File: src/rtl/uart_pe_pkg.sv
package uart_pe_pkg;

  typedef enum logic [1:0] {
    A_STAT = 2'd0,
    A_DATA = 2'd1,
    A_BAUD = 2'd2,
    A_CTRL = 2'd3
  } reg_addr_e;

  typedef enum logic [1:0] {
    S_IDLE  = 2'd0,
    S_START = 2'd1,
    S_DATA  = 2'd2,
    S_STOP  = 2'd3
  } ser_state_e;

  // control bit 0 is en, bit 5 is err_ie
  typedef struct packed {
    logic err_ie;
    logic par_ie;
    logic odd;
    logic par_en;
    logic wl9;
    logic en;
  } ctrl_t;

  // parity over the bits below the top bit of the word
  function automatic logic par_of(input logic [8:0] w, input logic wl9, input logic odd);
    logic p;
    p = wl9 ? ^w[7:0] : ^w[6:0];
    return p ^ odd;
  endfunction

  function automatic logic [8:0] with_parity(input logic [8:0] w, input logic wl9,
                                             input logic pen, input logic odd);
    logic [8:0] r;
    r = w;
    if (pen) begin
      if (wl9) r[8] = par_of(w, 1'b1, odd);
      else     r[7] = par_of(w, 1'b0, odd);
    end
    return r;
  endfunction

endpackage

File: src/rtl/uart_baud_tick.sv
module uart_baud_tick #(
  parameter int DIV_W = 16
) (
  input  logic             clk,
  input  logic             rst_n,
  input  logic             run,
  input  logic [DIV_W-1:0] div,
  output logic             tick
);
  logic [DIV_W-1:0] cnt;

  always_ff @(posedge clk) begin
    if (!rst_n || !run)  cnt <= '0;
    else if (cnt == div) cnt <= '0;
    else                 cnt <= cnt + 1'b1;
  end

  assign tick = run && (cnt == div);

  p_tick_gap_r3: assert property (@(posedge clk) disable iff (!rst_n)
    (tick && div != '0 && run) |=> !tick);
endmodule

File: src/rtl/uart_tx_par.sv
module uart_tx_par
  import uart_pe_pkg::*;
#(
  parameter int OVS = 16
) (
  input  logic       clk,
  input  logic       rst_n,
  input  logic       tick,
  input  logic       load,
  input  logic [8:0] word,
  input  logic       wl9,
  output logic       busy,
  output logic       txd
);
  localparam int CW = $clog2(OVS);
  localparam logic [CW-1:0] LAST = CW'(OVS - 1);

  ser_state_e st;
  logic [8:0] sh;
  logic [3:0] idx;
  logic [CW-1:0] cnt;
  logic wl_q, line;

  always_ff @(posedge clk) begin
    if (!rst_n) begin
      st <= S_IDLE; sh <= '0; idx <= '0; cnt <= '0; wl_q <= 1'b0; line <= 1'b1;
    end else begin
      case (st)
        S_IDLE: if (load) begin
          st <= S_START; sh <= word; wl_q <= wl9; cnt <= '0; line <= 1'b0;
        end
        S_START: if (tick) begin
          if (cnt == LAST) begin
            cnt <= '0; idx <= '0; line <= sh[0]; sh <= sh >> 1; st <= S_DATA;
          end else cnt <= cnt + 1'b1;
        end
        S_DATA: if (tick) begin
          if (cnt == LAST) begin
            cnt <= '0;
            if (idx == (wl_q ? 4'd8 : 4'd7)) begin
              st <= S_STOP; line <= 1'b1;
            end else begin
              line <= sh[0]; sh <= sh >> 1; idx <= idx + 1'b1;
            end
          end else cnt <= cnt + 1'b1;
        end
        default: if (tick) begin
          if (cnt == LAST) begin
            cnt <= '0; st <= S_IDLE;
          end else cnt <= cnt + 1'b1;
        end
      endcase
    end
  end

  assign busy = (st != S_IDLE);
  assign txd  = line;

  p_idle_high_r3: assert property (@(posedge clk) disable iff (!rst_n)
    !busy |-> txd);
  p_start_low_r3: assert property (@(posedge clk) disable iff (!rst_n)
    $rose(busy) |-> !txd);
endmodule

File: src/rtl/uart_rx_par.sv
module uart_rx_par
  import uart_pe_pkg::*;
#(
  parameter int OVS = 16
) (
  input  logic       clk,
  input  logic       rst_n,
  input  logic       run,
  input  logic       tick,
  input  logic       rxd,
  input  logic       wl9,
  input  logic       par_en,
  input  logic       odd,
  output logic       done,
  output logic [8:0] word,
  output logic       perr,
  output logic       ferr
);
  localparam int CW = $clog2(OVS);
  localparam logic [CW-1:0] LAST = CW'(OVS - 1);
  localparam logic [CW-1:0] HALF = CW'(OVS / 2 - 1);

  ser_state_e st;
  logic [1:0] sync;
  logic rx_s, wl_q;
  logic [8:0] sh, aligned;
  logic [3:0] idx;
  logic [CW-1:0] cnt;

  assign rx_s    = sync[1];
  assign aligned = wl_q ? sh : {1'b0, sh[8:1]};

  always_ff @(posedge clk) begin
    if (!rst_n) sync <= 2'b11;
    else        sync <= {sync[0], rxd};
  end

  always_ff @(posedge clk) begin
    if (!rst_n) begin
      st <= S_IDLE; sh <= '0; idx <= '0; cnt <= '0; wl_q <= 1'b0;
      done <= 1'b0; word <= '0; perr <= 1'b0; ferr <= 1'b0;
    end else begin
      done <= 1'b0; perr <= 1'b0; ferr <= 1'b0;
      if (!run) st <= S_IDLE;
      else begin
        case (st)
          S_IDLE: if (!rx_s) begin
            st <= S_START; cnt <= '0; wl_q <= wl9;
          end
          S_START: if (tick) begin
            if (cnt == HALF) begin
              cnt <= '0; idx <= '0; sh <= '0;
              st <= rx_s ? S_IDLE : S_DATA;
            end else cnt <= cnt + 1'b1;
          end
          S_DATA: if (tick) begin
            if (cnt == LAST) begin
              cnt <= '0; sh <= {rx_s, sh[8:1]};
              if (idx == (wl_q ? 4'd8 : 4'd7)) st <= S_STOP;
              else idx <= idx + 1'b1;
            end else cnt <= cnt + 1'b1;
          end
          default: if (tick) begin
            if (cnt == LAST) begin
              cnt  <= '0; st <= S_IDLE; done <= 1'b1; word <= aligned;
              perr <= par_en && ((wl_q ? aligned[8] : aligned[7]) != par_of(aligned, wl_q, odd));
              ferr <= !rx_s;
            end else cnt <= cnt + 1'b1;
          end
        endcase
      end
    end
  end

  p_done_pulse_r2: assert property (@(posedge clk) disable iff (!rst_n)
    done |=> !done);
  p_err_with_done_r6: assert property (@(posedge clk) disable iff (!rst_n)
    (perr || ferr) |-> done);
endmodule

File: src/rtl/uart_perr_unit.sv
module uart_perr_unit
  import uart_pe_pkg::*;
#(
  parameter int DIV_W = 16,
  parameter int OVS   = 16
) (
  input  logic        clk,
  input  logic        rst_n,
  input  logic        bus_rd,
  input  logic        bus_wr,
  input  logic [1:0]  bus_addr,
  input  logic [31:0] bus_wdata,
  output logic [31:0] bus_rdata,
  input  logic        rxd,
  output logic        txd,
  output logic        irq
);
  ctrl_t ctrl_q;
  logic [DIV_W-1:0] baud_q;
  logic [8:0] rx_data;
  logic rx_avail, pe_q, fe_q, armed_q, snap_pe, snap_fe;
  logic tick, tx_busy, tx_load, rx_done, rx_perr, rx_ferr;
  logic [8:0] rx_word;
  logic stat_rd, data_rd, data_wr, any_acc, clr_pe, clr_fe;
  logic unused_wbits;

  assign unused_wbits = ^bus_wdata[31:9];
  assign any_acc = bus_rd || bus_wr;
  assign stat_rd = bus_rd && (bus_addr == A_STAT);
  assign data_rd = bus_rd && (bus_addr == A_DATA);
  assign data_wr = bus_wr && (bus_addr == A_DATA);
  assign tx_load = data_wr && ctrl_q.en && !tx_busy;
  assign clr_pe  = armed_q && snap_pe && (data_rd || data_wr);
  assign clr_fe  = armed_q && snap_fe && data_rd;

  uart_baud_tick #(.DIV_W(DIV_W)) u_tick (
    .clk(clk), .rst_n(rst_n), .run(ctrl_q.en), .div(baud_q), .tick(tick));

  uart_tx_par #(.OVS(OVS)) u_tx (
    .clk(clk), .rst_n(rst_n), .tick(tick), .load(tx_load),
    .word(with_parity(bus_wdata[8:0], ctrl_q.wl9, ctrl_q.par_en, ctrl_q.odd)),
    .wl9(ctrl_q.wl9), .busy(tx_busy), .txd(txd));

  uart_rx_par #(.OVS(OVS)) u_rx (
    .clk(clk), .rst_n(rst_n), .run(ctrl_q.en), .tick(tick), .rxd(rxd),
    .wl9(ctrl_q.wl9), .par_en(ctrl_q.par_en), .odd(ctrl_q.odd),
    .done(rx_done), .word(rx_word), .perr(rx_perr), .ferr(rx_ferr));

  always_ff @(posedge clk) begin
    if (!rst_n) begin
      ctrl_q <= '0; baud_q <= '0;
    end else if (bus_wr) begin
      if (bus_addr == A_CTRL) ctrl_q <= ctrl_t'(bus_wdata[5:0]);
      if (bus_addr == A_BAUD && !ctrl_q.en) baud_q <= bus_wdata[DIV_W-1:0];
    end
  end

  always_ff @(posedge clk) begin
    if (!rst_n) begin
      rx_data <= '0; rx_avail <= 1'b0;
    end else if (rx_done) begin
      rx_data <= rx_word; rx_avail <= 1'b1;
    end else if (data_rd) rx_avail <= 1'b0;
  end

  // clear sequence: a status read arms and takes a snapshot, the next access decides
  always_ff @(posedge clk) begin
    if (!rst_n) begin
      armed_q <= 1'b0; snap_pe <= 1'b0; snap_fe <= 1'b0; pe_q <= 1'b0; fe_q <= 1'b0;
    end else begin
      if (stat_rd) begin
        armed_q <= 1'b1; snap_pe <= pe_q; snap_fe <= fe_q;
      end else if (any_acc) armed_q <= 1'b0;
      if (rx_perr)     pe_q <= 1'b1;
      else if (clr_pe) pe_q <= 1'b0;
      if (rx_ferr)     fe_q <= 1'b1;
      else if (clr_fe) fe_q <= 1'b0;
    end
  end

  always_comb begin
    bus_rdata = '0;
    if (bus_rd) begin
      case (reg_addr_e'(bus_addr))
        A_STAT:  bus_rdata[3:0] = {tx_busy, rx_avail, fe_q, pe_q};
        A_DATA:  bus_rdata[8:0] = rx_data;
        A_BAUD:  bus_rdata[DIV_W-1:0] = baud_q;
        default: bus_rdata[5:0] = ctrl_q;
      endcase
    end
  end

  assign irq = (pe_q && ctrl_q.par_ie) || (fe_q && ctrl_q.err_ie);

  p_baud_locked_r12: assert property (@(posedge clk) disable iff (!rst_n)
    (ctrl_q.en && bus_wr && bus_addr == A_BAUD) |=> $stable(baud_q));
  p_pe_clear_seq_r8: assert property (@(posedge clk) disable iff (!rst_n)
    $fell(pe_q) |-> $past(armed_q && any_acc && bus_addr == A_DATA));
  p_fe_clear_read_r8: assert property (@(posedge clk) disable iff (!rst_n)
    $fell(fe_q) |-> $past(armed_q && bus_rd && bus_addr == A_DATA));
  p_late_flag_kept_r10: assert property (@(posedge clk) disable iff (!rst_n)
    (pe_q && !snap_pe) |=> pe_q);
  p_irq_masked_r11: assert property (@(posedge clk) disable iff (!rst_n)
    (!ctrl_q.par_ie && !ctrl_q.err_ie) |-> !irq);
endmodule

File: config.mk
export PLATFORM = sky130hd
export DESIGN_NAME = uart_perr_unit
export DESIGN_NICKNAME = d
export VERILOG_FILES = /design/src/rtl/uart_pe_pkg.sv /design/src/rtl/uart_baud_tick.sv /design/src/rtl/uart_tx_par.sv /design/src/rtl/uart_rx_par.sv /design/src/rtl/uart_perr_unit.sv
export SDC_FILE = /design/constraint.sdc
export NUM_CORES = 1
export LEC_CHECK = 0
export BUFFER_PORTS_ARGS = -buffer_cell sky130_fd_sc_hd__buf_4
export CORE_UTILIZATION = 50
export CTS_CLUSTER_SIZE = 28
export DETAILED_ROUTE_END_ITERATION = 10
export GPL_ROUTABILITY_DRIVEN = 0
export PLACE_DENSITY = 0.74
export SLEW_MARGIN = 20
export SYNTH_ARGS = -nofsm -noshare
export SYNTH_HDL_FRONTEND = slang
export SYNTH_SLANG_ARGS = --single-unit
File: constraint.sdc
create_clock -name clk -period 4.5 [get_ports clk]
set_clock_uncertainty 0.05 [all_clocks]
set_input_delay 0.45 -clock clk [delete_from_list [all_inputs] [get_ports clk]]
set_output_delay 0.45 -clock clk [all_outputs]
set_load 0.05 [all_outputs]
==> out/results.md <==
## CTS
• **number of buffers on the longest clock path** 2
• **clock root buffer** clkbuf_16
• **clock tree from TritonCTS** built
• **CTS sink count** 108
• **number of instances resized during post-cts repair** 0
• **number of buffers added by the clock tree synthesis step** 9
• **number of buffers added for setup after CTS** 0
• **number of hold buffers added after CTS** 0
• **worst-skew pair later-pin latency** 0.35 ns
• **number of H-tree levels** 3
• **clk slew on worst S/H paths** 0.07 ns

## Synth
• **most area-consuming cells after synthesis** dfxtp_1, mux2i_1, nand2_1, xnor2_1, nor2_1
• **Post-synth EDFFs** 0
• **unique cell type count in the Yosys netlist** 70
• **mux cell area share after synthesis** 7.91%
• **most used flip-flop cell after synthesis** dfxtp_1
• **post-synth design cell area** 5680 um^2
• **simple-gate area share of the yosys netlist** 22.9%
• **xor and xnor area share after synthesis** 7.21%
• **area fraction of the dominant cell type after synthesis** 38.1%
• **sequential fraction of the synthesis area** 38.1%
• **synthesized-area fraction occupied by ao, oa, aoi and oai cells** 13.6%
• **most used standard cell by instance count after synthesis** dfxtp_1
• **share of synthesized cell area in full adder, half adder and majority cells** 3.97%
• **cell type with the highest aggregate area in the netlist** dfxtp_1
• **Ys Warns** 0
• **FFs w/ async S/R, synth** 0%
• **synthesized area per cell** 8.54 um^2
• **combinational family with the most area after synthesis** simple AND/OR/NAND/NOR gates
• **number of standard cells after synthesis** 665
• **most numerous cell types in the synthesized netlist** dfxtp_1, nand2_1, nor2_1, a21oi_1, mux2i_1
• **post-synthesis sequential element count** 108

## Run status
• **status** finished clean

## Placed design
• **placed cell area** 5920 um^2
• **pre-CTS worst setup slack** 1.60 ns
• **estimated wirelength of the detail-placed design** 9220 um
• **count of port buffers added during placement** 40

## Worst setup path
• **cell chain of the critical path** inv_1, ha_1, and4b_1, a32oi_1, nor4bb_1, a22oi_1, buf_4, a21oi_1, a221oi_1
• **signal arrival time at the worst endpoint** 2.88 ns
• **Max stage delay cell, worst path** a22oi_1
• **critical-path maximum fanout** 10
• **endpoint of the worst register-to-register path** u_tx.sh[7]
• **critical path launch point** u_tx.st[0]
• **required time at the endpoint of the critical path** 4.71 ns
• **sort of element at the start of the critical path** register
• **Largest stage delay, worst path** 0.55 ns
• **type of element capturing the critical path** register
• **reg2reg setup slack** 1.83 ns
• **length in cells of the worst reg-to-reg path** 9
• **crit path kind** register to register
• **reg-to-reg startpoint** u_tx.st[0]

## Final layout
• **Antenna Diode Count** 0
• **Final Net Count** 737
• **post-route design area** 6250 um^2
• **multi-input logic area** 3220 um^2
• **storage element area** 2160 um^2
• **area growth from synthesis to layout** 10.2%
• **number of fill cells** 993
• **share of final-layout standard cells stronger than drive strength 1** 11.4%
• **end-of-flow core utilization** 57.2%

## STA
• **shortest period the worst path allows** 2.67 ns
• **setup slack after layout** 1.83 ns
• **FMAX** 0.374 GHz
• **Worst-Margin Slew** 0.709 ns
• **RSZ-0062 raised after global routing** false
• **fin. max-slew vios** 0
• **Max transition margin** 52.7%
• **total count of hold-check failures in the final report** 0
• **setup TNS** 0 ns
• **final period utilization** 59.4%
• **# setup viols final** 0

## Hold path
• **hold path cells** 2
• **type of the tightest min-delay check** input port to register
• **startpoint of the lowest-slack hold path** rxd
• **worst hold path endpoint** u_rx.sync[0]

## Drt
• **Routed Antenna Nets** 0
• **1st-pass router iterations** 6
• **number of remaining DRC errors** 0
• **violation count after the first detailed-routing iteration** 322
• **average detailed-routed wire length per instance** 15.8 um
• **Total Wirelength** 13000 um
• **DR vias** 4720
• **via/cell ratio** 5.72

## Floorplan
• **area of the core region** 10900 um^2
• **Die W** 109 um
• **area enclosed by the die boundary** 11800 um^2
• **row count** 38
• **top-level I/O count** 73
• **starting density of the core** 51.9%
• **y dimension of the die** 109 um

## Global routing
• **vias in the first global route** 4265
• **overflow left after global routing** 0
• **first-pass GRT wire length** 21000 um
• **largest net degree at the start of global routing** 64
• **initial antenna violation count** 0
• **overall routing resource usage** 22.8%

## Flow run
• **number of maximum-capacitance violations** 0

## Pwr
• **leakage** 2.34 nW
• **total power per unit cell area** 323 nW/um^2
• **highest ir drop seen on vdd** 236 uV

==> cell families (layout without fill, tap and decap cells) <==
kind of cell | Yosys count | in the layout
AND/OR/NAND/NOR | 264 | 264
other | 1 | 16
buffers and inverters | 68 | 73
XOR/XNOR | 45 | 45
adder cells (fa/ha/maj) | 18 | 18
AO/OA/AOI/OAI | 117 | 117
flip-flops | 108 | 108
multiplexers | 44 | 44
==> cell type report <==
| class | count | share of cell area [%] |
|---|---|---|
| multi-input cells | 504 | 51.4 |
| flip-flops and latches | 108 | 34.6 |
| repair buffers | 42 | 5.04 |
| clock buffers | 10 | 3.66 |
| well taps | 140 | 2.80 |
| clock inverters | 6 | 1.60 |
| inverters | 15 | 0.900 |
==> worst max-delay path by stage <==
stage,to,cells past startpoint,slack (ns)
finish,u_tx.sh[7],9,1.83
global placement,u_tx.sh[4],9,1.67
detailed placement,u_tx.sh[2],9,1.60
floorplan,bus_rdata[6],6,2.14
global route,u_tx.sh[7],9,1.63
CTS,u_tx.sh[1],8,1.70
==> per-stage QoR <==
stage,hold WS [ns],power (mW),std cells
after floorplan,0.336,1.13,680
after global placement,0.343,1.16,808
after detailed placement,0.353,1.16,808
after CTS,0.225,2.03,824
after global routing,0.244,2.09,825
final,0.232,2.02,825
==> critical path, delay by kind of cell (launching register included) <==
| kind | cells | cell delay [ns] |
|---|---|---|
| simple gates | 2 | 0.46 |
| flops | 1 | 0.35 |
| buf+inv | 2 | 0.38 |
| fa+ha+maj | 1 | 0.35 |
| compound gates | 4 | 0.99 |
==> routing by layer <==
metal	routed length (um)	up-vias	global-route usage [%]
li1	-	2337	-
met1	5690	2246	28.1
met2	6520	118	40.4
met3	613	19	4.04
met4	185	0	6.66
met5	0	-	0
==> flip-flops by register name, summed over array words and instances, names as in the netlist, 2 cells and up <==
signal / count
u_tx.st: 2
u_rx.idx: 4
u_rx.sh: 9
u_rx.cnt: 4
u_rx.st: 2
u_tick.cnt: 16
u_tx.idx: 4
u_rx.sync: 2
u_rx.word: 9
u_tx.sh: 9
rx_data: 9
ctrl_q: 6
u_tx.cnt: 4
baud_q: 16
==> layout by cell type, fill, tap and decap left out, types with 4 or more instances in the layout <==
master | synthesis | layout
mux2_2 | 7 | 7
ha_1 | 18 | 18
a211oi_1 | 8 | 8
o21ai_0 | 22 | 22
nor3_1 | 7 | 7
xor2_1 | 11 | 11
inv_1 | 14 | 14
nand4_1 | 11 | 11
nor2_1 | 63 | 63
conb_1 | 1 | 16
a32o_1 | 4 | 4
and2_1 | 9 | 9
a21oi_1 | 40 | 40
buf_4 | 16 | 42
clkbuf_16 | 0 | 9
a31oi_1 | 6 | 6
a222oi_1 | 4 | 4
or3_1 | 5 | 5
xnor2_1 | 32 | 32
mux2i_1 | 37 | 37
nand3_1 | 34 | 34
nand2_1 | 90 | 90
and3_1 | 15 | 15
a22oi_1 | 8 | 8
nand2b_1 | 5 | 5
dfxtp_1 | 108 | 108
==> where the power goes <==
group,internal (mW),switching [mW]
clock,0.500,0.376
combinational,0.0503,0.118
sequential,0.964,0.0110
Power figures use the tool's default switching activity.
